--- src/rtl/ctlep_pkg.sv ---
`timescale 1ns/1ps
package ctlep_pkg;
  typedef enum logic [1:0] {
    HS_NONE = 2'b00,
    HS_ACK  = 2'b01,
    HS_NAK  = 2'b10
  } hs_e;

  typedef enum logic [1:0] {
    TK_OUT   = 2'b00,
    TK_IN    = 2'b01,
    TK_SETUP = 2'b10,
    TK_RSVD  = 2'b11
  } tok_e;

  localparam int unsigned FLAG_CNT = 4;
endpackage

--- src/rtl/ctlep_rst_sync.sv ---
`timescale 1ns/1ps
module ctlep_rst_sync #(
  parameter int unsigned STAGES = 2
) (
  input  logic clk,
  input  logic rst_n,
  output logic rst_n_sync
);
  logic [STAGES-1:0] sync_q;
  logic [STAGES-1:0] sync_d;

  always_comb begin
    sync_d = {sync_q[STAGES-2:0], 1'b1};
  end

  always_ff @(posedge clk or negedge rst_n) begin
    if (!rst_n) sync_q <= '0;
    else        sync_q <= sync_d;
  end

  assign rst_n_sync = sync_q[STAGES-1];
endmodule

--- src/rtl/ctlep_addr_reg.sv ---
`timescale 1ns/1ps
module ctlep_addr_reg #(
  parameter int unsigned ADDR_W = 7,
  localparam int unsigned DATA_W = ADDR_W + 1
) (
  input  logic              clk,
  input  logic              rst_n,
  input  logic              bus_rst,
  input  logic              wr_en,
  input  logic [DATA_W-1:0] wdata,
  input  logic              tok_valid,
  input  logic [ADDR_W-1:0] tok_addr,
  output logic [DATA_W-1:0] word,
  output logic              match
);
  logic              en_q, en_d;
  logic [ADDR_W-1:0] addr_q, addr_d;
  logic              upd;

  always_comb begin
    upd    = bus_rst | wr_en;
    en_d   = en_q;
    addr_d = addr_q;
    if (bus_rst) begin
      en_d   = 1'b0;
      addr_d = '0;
    end else if (wr_en) begin
      en_d   = wdata[DATA_W-1];
      addr_d = wdata[ADDR_W-1:0];
    end
  end

  always_ff @(posedge clk or negedge rst_n) begin
    if (!rst_n) begin
      en_q   <= 1'b0;
      addr_q <= '0;
    end else if (upd) begin
      en_q   <= en_d;
      addr_q <= addr_d;
    end
  end

  assign word  = {en_q, addr_q};
  assign match = tok_valid & en_q & (tok_addr == addr_q);

  assert_bus_reset_clears_R1: assert property (@(posedge clk) disable iff (!rst_n)
    bus_rst |=> (word == '0));

  assert_write_loads_R1: assert property (@(posedge clk) disable iff (!rst_n)
    (wr_en && !bus_rst) |=> (word == $past(wdata)));
endmodule

--- src/rtl/ctlep_ep_reg.sv ---
`timescale 1ns/1ps
module ctlep_ep_reg #(
  parameter int unsigned MODE_W = 4
) (
  input  logic              clk,
  input  logic              rst_n,
  input  logic              wr_ep,
  input  logic              rd_ep,
  input  logic [MODE_W-1:0] wdata_mode,
  input  logic              ev_setup_start,
  input  logic              ev_setup_ack,
  input  logic              ev_in,
  input  logic              ev_out,
  input  logic              ev_ack,
  output logic              setup_q,
  output logic              in_q,
  output logic              out_q,
  output logic              ack_q,
  output logic [MODE_W-1:0] mode_q
);
  logic              lock_q, lock_d;
  logic              hold_q, hold_d;
  logic              setup_d, in_d, out_d, ack_d;
  logic [MODE_W-1:0] mode_d;
  logic              sie_upd;
  logic              wr_ok;
  logic              ce;

  always_comb begin
    sie_upd = ev_setup_start | ev_in | ev_out | ev_ack;
    wr_ok   = wr_ep & ~lock_q & ~sie_upd;
    ce      = sie_upd | wr_ok | rd_ep | ev_setup_ack;

    setup_d = (wr_ok ? 1'b0 : setup_q) | ev_setup_start | hold_q;
    in_d    = (wr_ok ? 1'b0 : in_q)    | ev_in;
    out_d   = (wr_ok ? 1'b0 : out_q)   | ev_out;
    ack_d   = (wr_ok ? 1'b0 : ack_q)   | ev_ack;
    mode_d  = wr_ok ? wdata_mode : mode_q;

    if (ev_setup_start)    hold_d = 1'b1;
    else if (ev_setup_ack) hold_d = 1'b0;
    else                   hold_d = hold_q;

    if (sie_upd)    lock_d = 1'b1;
    else if (rd_ep) lock_d = 1'b0;
    else            lock_d = lock_q;
  end

  always_ff @(posedge clk or negedge rst_n) begin
    if (!rst_n) begin
      setup_q <= 1'b0;
      in_q    <= 1'b0;
      out_q   <= 1'b0;
      ack_q   <= 1'b0;
      mode_q  <= '0;
      hold_q  <= 1'b0;
      lock_q  <= 1'b0;
    end else if (ce) begin
      setup_q <= setup_d;
      in_q    <= in_d;
      out_q   <= out_d;
      ack_q   <= ack_d;
      mode_q  <= mode_d;
      hold_q  <= hold_d;
      lock_q  <= lock_d;
    end
  end

  assert_event_sets_flag_R4: assert property (@(posedge clk) disable iff (!rst_n)
    (ev_in || ev_out || ev_ack) |=>
      ((in_q || !$past(ev_in)) && (out_q || !$past(ev_out)) && (ack_q || !$past(ev_ack))));

  assert_locked_write_ignored_R5: assert property (@(posedge clk) disable iff (!rst_n)
    (lock_q && wr_ep && !sie_upd && !hold_q) |=> $stable({setup_q, in_q, out_q, ack_q, mode_q}));

  assert_read_unlocks_R6: assert property (@(posedge clk) disable iff (!rst_n)
    (rd_ep && !sie_upd) |=> !lock_q);

  assert_write_clears_R7: assert property (@(posedge clk) disable iff (!rst_n)
    (wr_ep && !lock_q && !sie_upd) |=>
      (!in_q && !out_q && !ack_q && (mode_q == $past(wdata_mode))));

  assert_setup_held_R8: assert property (@(posedge clk) disable iff (!rst_n)
    hold_q |-> setup_q);

  assert_sie_wins_R11: assert property (@(posedge clk) disable iff (!rst_n)
    (wr_ep && sie_upd) |=> (lock_q && $stable(mode_q)));
endmodule

--- src/rtl/ctlep_policy.sv ---
`timescale 1ns/1ps
module ctlep_policy
  import ctlep_pkg::*;
#(
  parameter int unsigned MODE_W   = 4,
  parameter logic [MODE_W-1:0] NAK_MODE = 1
) (
  input  logic              clk,
  input  logic              rst_n,
  input  logic              addr_match,
  input  logic [1:0]        tok_kind,
  input  logic [MODE_W-1:0] mode,
  input  logic              setup_flag,
  input  logic              fifo_req,
  output logic [1:0]        hs_code,
  output logic              fifo_we
);
  hs_e hs;

  always_comb begin
    hs = HS_NONE;
    if (addr_match && (mode == NAK_MODE)) begin
      unique case (tok_kind)
        TK_OUT, TK_IN: hs = HS_NAK;
        TK_SETUP:      hs = HS_ACK;
        default:       hs = HS_NONE;
      endcase
    end
  end

  assign hs_code = hs;
  assign fifo_we = fifo_req & ~setup_flag;

  assert_fifo_blocked_R9: assert property (@(posedge clk) disable iff (!rst_n)
    setup_flag |-> !fifo_we);

  assert_hs_needs_match_R10: assert property (@(posedge clk) disable iff (!rst_n)
    (hs_code != HS_NONE) |-> (addr_match && (mode == NAK_MODE)));
endmodule

--- src/rtl/usb_ctl_ep_regs.sv ---
`timescale 1ns/1ps
module usb_ctl_ep_regs #(
  parameter int unsigned ADDR_W = 7,
  parameter logic [3:0]  NAK_MODE = 4'b0001
) (
  input  logic              clk,
  input  logic              rst_n,
  input  logic              bus_rst,
  input  logic              cpu_wr,
  input  logic              cpu_rd,
  input  logic              cpu_sel,
  input  logic [ADDR_W:0]   cpu_wdata,
  output logic [ADDR_W:0]   cpu_rdata,
  input  logic              cpu_fifo_wr,
  output logic              fifo_we,
  input  logic              sie_setup_start,
  input  logic              sie_setup_ack,
  input  logic              sie_in_done,
  input  logic              sie_out_done,
  input  logic              sie_acked,
  input  logic              tok_valid,
  input  logic [1:0]        tok_kind,
  input  logic [ADDR_W-1:0] tok_addr,
  output logic              addr_match,
  output logic [1:0]        hs_code
);
  localparam int unsigned DATA_W = ADDR_W + 1;
  localparam int unsigned MODE_W = DATA_W - ctlep_pkg::FLAG_CNT;

  logic              rst_n_s;
  logic              wr_addr, wr_ep, rd_ep;
  logic [DATA_W-1:0] addr_word;
  logic              setup_f, in_f, out_f, ack_f;
  logic [MODE_W-1:0] mode_f;
  logic [DATA_W-1:0] ep_word;

  assign wr_addr = cpu_wr & ~cpu_sel;
  assign wr_ep   = cpu_wr & cpu_sel;
  assign rd_ep   = cpu_rd & cpu_sel;

  ctlep_rst_sync #(.STAGES(2)) u_rst (
    .clk       (clk),
    .rst_n     (rst_n),
    .rst_n_sync(rst_n_s)
  );

  ctlep_addr_reg #(.ADDR_W(ADDR_W)) u_addr (
    .clk      (clk),
    .rst_n    (rst_n_s),
    .bus_rst  (bus_rst),
    .wr_en    (wr_addr),
    .wdata    (cpu_wdata),
    .tok_valid(tok_valid),
    .tok_addr (tok_addr),
    .word     (addr_word),
    .match    (addr_match)
  );

  ctlep_ep_reg #(.MODE_W(MODE_W)) u_ep (
    .clk           (clk),
    .rst_n         (rst_n_s),
    .wr_ep         (wr_ep),
    .rd_ep         (rd_ep),
    .wdata_mode    (cpu_wdata[MODE_W-1:0]),
    .ev_setup_start(sie_setup_start),
    .ev_setup_ack  (sie_setup_ack),
    .ev_in         (sie_in_done),
    .ev_out        (sie_out_done),
    .ev_ack        (sie_acked),
    .setup_q       (setup_f),
    .in_q          (in_f),
    .out_q         (out_f),
    .ack_q         (ack_f),
    .mode_q        (mode_f)
  );

  ctlep_policy #(.MODE_W(MODE_W), .NAK_MODE(NAK_MODE[MODE_W-1:0])) u_pol (
    .clk       (clk),
    .rst_n     (rst_n_s),
    .addr_match(addr_match),
    .tok_kind  (tok_kind),
    .mode      (mode_f),
    .setup_flag(setup_f),
    .fifo_req  (cpu_fifo_wr),
    .hs_code   (hs_code),
    .fifo_we   (fifo_we)
  );

  assign ep_word   = {setup_f, in_f, out_f, ack_f, mode_f};
  assign cpu_rdata = cpu_sel ? ep_word : addr_word;
endmodule

--- config.mk ---
export PLATFORM = sky130hd
export DESIGN_NAME = usb_ctl_ep_regs
export DESIGN_NICKNAME = d
export VERILOG_FILES = /design/src/rtl/ctlep_pkg.sv /design/src/rtl/ctlep_rst_sync.sv /design/src/rtl/ctlep_addr_reg.sv /design/src/rtl/ctlep_ep_reg.sv /design/src/rtl/ctlep_policy.sv /design/src/rtl/usb_ctl_ep_regs.sv
export SDC_FILE = /design/constraint.sdc
export NUM_CORES = 1
export LEC_CHECK = 0
export ABC_AREA = 1
export BUFFER_PORTS_ARGS = -buffer_cell sky130_fd_sc_hd__buf_2
export CAP_MARGIN = 20
export CORE_UTILIZATION = 30
export CTS_CLUSTER_SIZE = 16
export DETAILED_ROUTE_END_ITERATION = 10
export GPL_TIMING_DRIVEN = 0
export SLEW_MARGIN = 20
export SYNTH_ARGS = -nofsm -noshare
export SYNTH_HDL_FRONTEND = slang
export SYNTH_SLANG_ARGS = --single-unit
--- constraint.sdc ---
create_clock -name clk -period 2.1 [get_ports clk]
set_clock_uncertainty 0.1 [all_clocks]
set_input_delay 0.315 -clock clk [delete_from_list [all_inputs] [get_ports clk]]
set_output_delay 0.315 -clock clk [all_outputs]
set_load 0.02 [all_outputs]
==> flow_metrics.py, run 1 <==
metrics = {
    "clocking": {
        "cts_tree": "built",
        "post-cts-setup-buffers": 0,
        "ctsResizeCount": 0,
        "clkLatencyLatePin_ps": 290,
        "postCtsHoldBufs": 1,
        "clockBufferDepth": 2,
        "clk_pin_slew_ps": 100,
        "clock-sinks": 20,
        "htreeDepth": 1,
        "cts_made_buffers": 3,
        "cts_root_buf": "clkbuf_4",
    },
    "power_and_ir_drop": {
        "swShare_pct": 26.46,
        "p_per_area_mw_per_mm2": 515.5,
        "combPwrFrac_pct": 16.6,
        "switchingPower_mw": 0.1843,
        "seq_power_share_pct": 58.6,
        "p_leak_nw": 0.7263,
        "p_int_mw": 0.5123,
        "irDropWorstVdd_mv": 0.2143,
        "p_clk_share_pct": 24.8,
    },
    "detailed_routing": {
        "routed_wl_mm": 2.234,
        "wl_per_cell_um": 9.798,
        "drt_iter0_drc": 38,
        "firstDrtPassIters": 4,
        "drcViolationCount": 0,
        "ant_nets": 0,
        "viasPerCell": 4.254,
        "vias": 970,
    },
    "critical_path": {
        "setup.worst_path.end_class": "output pin",
        "critical_path_class": "reg -> out",
        "arrival_ps": 1410,
        "cp.required_ps": 1680,
        "startpoint_type": "flip-flop",
        "cp_max_fo": 4,
    },
    "logic_synthesis": {
        "yosysSeqAreaShare_pct": 47.39,
        "synth_area_sq_mm": 0.001056,
        "synth_area_per_cell_sq_um": 7.708,
        "syn_inst": 137,
        "ys_types": 20,
        "ys_ff_latch": 20,
        "yosysWarnings": 0,
        "syn-num-nets": 167,
    },
    "placement": {
        "dpl.hpwl_mm": 1.840,
        "dpl-instance-area_sq_mm": 0.001319,
        "placedCellCount": 224,
        "gp_congestion": 0.7491,
        "io_buffers": 41,
    },
    "global_routing": {
        "antenna_found_initial": 0,
        "grt_usage_pct": 13.81,
        "first_global_vias": 909,
        "grt_max_degree": 19,
        "grt_pass1_wl_mm": 3.781,
        "grt.overflow.total": 0,
    },
    "finish": {
        "stdcell_area_sq_mm": 0.001351,
        "fin_util_pct": 40.18,
        "regArea_sq_um": 500.5,
        "nFillCells": 364,
        "area_delta_synth_final_pct": 27.96,
        "n_antenna_cell": 0,
        "multi_input_comb_area_sq_um": 454.2,
        "drive_gt1_share_pct": 29.67,
        "layout.cells.non_filler": 228,
        "fin_nets": 214,
    },
    "sta": {
        "rsz0062_at_grt": "no",
        "worst_slew_pin_slew_ps": 702.9,
        "max_freq_mhz": 548.4,
        "hold_viol_final": 0,
        "post-route-period-util_pct": 86.83,
        "fin_crit_ps": 1824,
        "setup_viol": 0,
        "timing.setup.tns_ps": 0,
        "whs_ps": 122.6,
        "max-slew-margin-rel_pct": 53.14,
        "finalMaxSlewViolations": 0,
    },
    "die": {
        "io_pins": 42,
        "placeableCoreArea_sq_mm": 0.003363,
        "rows": 21,
        "die_h_um": 61.33,
        "dieArea_sq_mm": 0.003761,
        "chipWidth_um": 61.33,
        "start_util_pct": 31.40,
    },
    "status": {
        "outcome": "complete, no violations",
    },
    "worst_hold_path": {
        "hold_class": "in -> reg",
    },
    "run": {
        "cap_violations": 0,
    },
}
## kinds of logic (layout without fill, tap and decap cells)
group	after synthesis	count (layout)	synth area share, %
xor+xnor	2	2	1.659
flops	20	20	47.39
compound gates	23	23	12.32
buf+inv	25	70	9.597
other cells	1	1	0.3551
simple gates	66	66	28.67
## power by group through the flow
stage / clock network (mW) / registers [mW] / logic, mW
2_1_floorplan: 0 / 0.414 / 0.0634
3_3_place_gp: 0 / 0.417 / 0.115
3_5_place_dp: 0 / 0.417 / 0.115
4_1_cts: 0.185 / 0.409 / 0.117
5_1_grt: 0.206 / 0.412 / 0.132
6_report: 0.173 / 0.409 / 0.115
## final timing paths
check | from | endpoint | slack, ps | depth (start not counted)
setup / recovery | u_addr.addr_q[4] | hs_code[0] | 280 | 8
hold / removal | sie_in_done | u_ep.in_q | 120 | 2
setup reg to reg | u_ep.lock_q | u_ep.in_q | 920 | 4
hold reg to reg | u_rst.sync_q[1] | u_ep.out_q | 200 | 0
max in group asynchronous | u_rst.sync_q[1] | u_addr.addr_q[2] | 1260 | 0
min in group asynchronous | u_rst.sync_q[1] | u_ep.out_q | 200 | 0
## critical path, cell delays in order (launching register included)
cell and delay, ps:
dfrtp_1 370, inv_1 100, nor2_1 50, nor2_1 80
nand2_1 50, nor2_1 110, nand3_1 110, nor2_1 90
buf_2 160
## through the flow
| step | setup WS, ps | total power [mW] |
|---|---|---|
| 2_1_floorplan | 556.8 | 0.4774 |
| 3_3_place_gp | 496.7 | 0.5318 |
| 3_5_place_dp | 487.3 | 0.5323 |
| 4_1_cts | 238.6 | 0.7112 |
| 5_1_grt | 9.007 | 0.7491 |
| 6_report | 276.5 | 0.6966 |
## routing by layer
| metal | up-vias | global-route usage, % | wire, um |
|---|---|---|---|
| li1 | 516 | - | - |
| met1 | 425 | 18.70 | 1059 |
| met2 | 27 | 21.74 | 1034 |
| met3 | 2 | 2.101 | 118 |
| met4 | 0 | 6.667 | 21 |
| met5 | - | 0 | 0 |
## synthesized netlist by cell type (all sizes together)
cell    number  area [sq um]
nand3b       1         20.02
nand3       13         70.07
nand2       40         150.1
a21o         3         25.03
inv         22         85.09
xnor2        2         17.52
buf          2         12.51
clkinv       1         3.750
o22ai        1         6.260
conb         1         3.750
dfrtp       20         500.5
o21ai       19         98.85
and2         1         6.260
nor2        11         56.30
## cell usage in the layout, fill, tap and decap left out, drive strengths merged
master / instances
a21o: 3
and2: 1
buf: 43
clkbuf: 3
clkinv: 1
conb: 1
dfrtp: 20
dlygate4sd3: 1
inv: 22
nand2: 40
nand3: 13
nand3b: 1
nor2: 11
o21ai: 19
o22ai: 1
xnor2: 2
## cell type report
class	instances	share of cell area [%]
sequential	20	37.04
multi-input combinational	92	33.61
timing repair buffer	42	15.93
inverter	23	6.574
tap	46	4.259
clock buffer	3	1.667
buffer	2	0.9259
## state kept, by name, summed over array words and instances, names as in the netlist
register and cells:
u_ep.ack_q 1, u_rst.sync_q 2, u_ep.in_q 1, u_ep.out_q 1, u_ep.lock_q 1, u_ep.setup_q 1, u_ep.hold_q 1, u_addr.en_q 1
u_ep.mode_q 4, u_addr.addr_q 7
Power figures use the tool's default switching activity.
==> run 2, diff against run 1 <==
Settings changed: SYNTH_HIERARCHICAL set to 1.
==> run 2 against run 1 <==
  * Fmax shrank 7.3%
  * Final cell count grew 17%
  * Via count grew 12%
  * Synthesized cell count grew 23%
  * Critical path type unchanged
==> flow_metrics.py, run 2 <==
metrics = {
    "die": {
        "start_util_pct": 31.72,
        "chipWidth_um": 64.45,
        "dieArea_sq_mm": 0.004153,
        "placeableCoreArea_sq_mm": 0.003689,
        "io_pins": 42,
        "rows": 22,
        "die_h_um": 64.45,
    },
    "logic_synthesis": {
        "yosysTopAreaCell": "dfrtp_1",
        "synth_area_per_cell_sq_um": 6.922,
        "synth_top_family_by_area": "simple AND/OR/NAND/NOR gates",
        "synth_top_area_share_pct": 42.78,
        "synth-edff-count": 0,
        "yosysWarnings": 6,
        "synth_area_sq_mm": 0.001170,
        "ys_ff_latch": 20,
        "syn_inst": 169,
        "syn-num-nets": 199,
        "synthAdderAreaFrac_pct": 0,
        "ys_types": 17,
        "yosysMostFrequentCell": "nand2_1",
        "yosys-top-cells-area": "dfrtp_1, nand2_1, inv_1",
        "synth_commonest_cells": "nand2_1, inv_1, dfrtp_1",
        "synthArstFlopShare_pct": 100.0,
        "synthMuxAreaShare_pct": 0,
        "synth-main-ff-cell": "dfrtp_1",
        "synth-xor-area-share_pct": 0,
        "synth_compound_area_share_pct": 7.487,
        "yosysSeqAreaShare_pct": 42.78,
        "synthSimpleGateAreaFrac_pct": 35.61,
    },
    "placement": {
        "dpl-instance-area_sq_mm": 0.001435,
        "io_buffers": 41,
        "gp_congestion": 0.7379,
        "dpl.hpwl_mm": 2.008,
    },
    "finish": {
        "fin_nets": 250,
        "largest_reg_flops": 7,
        "largestRegisters": "u_addr/addr_q x7, u_ep/mode_q x4, u_rst/sync_q x2",
        "largest_register": "u_addr/addr_q",
        "final_cell_mix": "nand2_1, buf_2, inv_1",
        "drive_gt1_share_pct": 31.05,
        "area_delta_synth_final_pct": 32.62,
        "final_common_cell": "nand2_1",
        "stdcell_area_sq_mm": 0.001551,
        "n_antenna_cell": 0,
    },
    "critical_path": {
        "crit_slowest_cell": "dfrtp_1",
        "r2r_slack_ps": 960,
        "critical_path_class": "reg -> out",
        "crit_chain": "nand2_1 -> nand2_1 -> nor2_1 -> nand2_1 -> nor2_2 -> nand2_1 -> inv_1 -> nand3_1 -> nor2_1 -> buf_2",
        "cp_max_fo": 4,
        "worst_path_most_repeated_cell": "nand2_1",
        "setup.worst_path.start": "u_addr/addr_q[1]",
        "cpPeakStageDelay_ps": 420,
        "setup.worst_path.end_class": "output pin",
        "r2r_start": "u_ep/lock_q",
        "startpoint_type": "flip-flop",
        "arrival_ps": 1550,
        "cp.required_ps": 1680,
    },
    "clocking": {
        "cts_tree": "built",
        "clkLatencyLatePin_ps": 250,
        "clock-sinks": 20,
        "cts_made_buffers": 3,
        "clk_pin_slew_ps": 80,
        "clockBufferDepth": 2,
        "cts_root_buf": "clkbuf_8",
        "htreeDepth": 1,
    },
    "power_and_ir_drop": {
        "p_per_area_mw_per_mm2": 598.9,
        "swShare_pct": 23.71,
        "combPwrFrac_pct": 14.2,
        "seq_power_share_pct": 44.1,
        "p_int_mw": 0.7089,
        "switchingPower_mw": 0.2203,
        "power_mw": 0.9291,
        "p_clk_share_pct": 41.7,
        "irDropWorstVdd_mv": 0.4155,
        "p_leak_nw": 0.9291,
    },
    "sta": {
        "worst_slew_pin_slew_ps": 741.0,
        "timing.setup.tns_ps": 0,
        "fin_crit_ps": 1968,
        "setup_viol": 0,
        "post-route-period-util_pct": 93.70,
        "finalMaxSlewViolations": 0,
        "max_freq_mhz": 508.2,
        "hold_viol_final": 0,
        "max-slew-margin-rel_pct": 50.60,
    },
    "detailed_routing": {
        "vias": 1085,
        "routed_wl_mm": 2.640,
        "firstDrtPassIters": 4,
        "drcViolationCount": 0,
        "drt_iter0_drc": 25,
        "viasPerCell": 4.064,
        "wl_per_cell_um": 9.888,
        "ant_nets": 0,
    },
    "run": {
        "cap_violations": 0,
    },
    "worst_hold_path": {
        "hold_class": "in -> reg",
        "hp-start": "sie_setup_ack",
    },
    "global_routing": {
        "grt.overflow.total": 0,
        "first_global_vias": 980,
        "grt_usage_pct": 13.53,
        "grt_pass1_wl_mm": 4.222,
        "antenna_found_initial": 0,
        "grt_max_degree": 19,
    },
    "status": {
        "outcome": "complete, no violations",
    },
}
-- run 2: worst max-delay path: cells and delay by family, from the launching register on --
| kind | cells | cell delay, ps |
|---|---|---|
| buf+inv | 2 | 220 |
| simple gates | 8 | 650 |
| flops | 1 | 420 |
-- run 2: area by class of cell --
cell class | count | area, sq um
plain buffers | 4 | 41.29
clock buffers | 3 | 41.29
clock inverters | 1 | 30.03
fillers | 409 | 2137
inverters | 32 | 120.1
multi-input cells | 113 | 510.5
flip-flops and latches | 20 | 500.5
well taps | 48 | 60.06
repair buffers | 46 | 247.7
-- run 2: final timing paths --
kind | to | cells past startpoint
max | hs_code[0] | 10
min | u_ep/hold_q | 2
max reg2reg | u_ep/setup_q | 6
min reg2reg | u_addr/addr_q[5] | 0
max in group asynchronous | u_ep/setup_q | 0
min in group asynchronous | u_addr/addr_q[5] | 0
-- run 2: layer usage --
metal,share of wire [%],global-route usage (%)
met4,0.80,4.167
met3,5.3,4.049
met2,45,21.84
met1,48,17.27
met5,0,0
-- run 2: cell families (layout without fill, tap and decap cells) --
family,after synthesis,count (layout)
buf+inv,36,86
other cells,1,1
flops,20,20
simple gates,101,101
compound gates,11,11
-- run 2: power groups by stage --
stage               registers [mW]  logic [mW]  clock network (mW)
floorplan                    0.414      0.0761                   0
finish                       0.409       0.132               0.387
global route                 0.412       0.150               0.420
detailed placement           0.418       0.127                   0
global placement             0.418       0.127                   0
CTS                          0.410       0.129               0.398
-- run 2: stage by stage --
step	util, %	cells	hold slack (ps)	setup slack, ps
CTS	41.11	263	151.5	62.45
finish	42.06	267	156.8	132.4
detailed placement	38.91	258	3.031	338.6
floorplan	-	169	-80.59	224.3
global placement	38.91	258	3.135	343.0
global route	42.06	267	168.4	-20.14
-- run 2: timing repair --
action	4_1_cts	5_1_grt
hold buffers	1	0
setup buffers	0	4
gates resized for setup	0	2
hold endpoints to repair	2	0
endpoints found under the setup margin	0	2
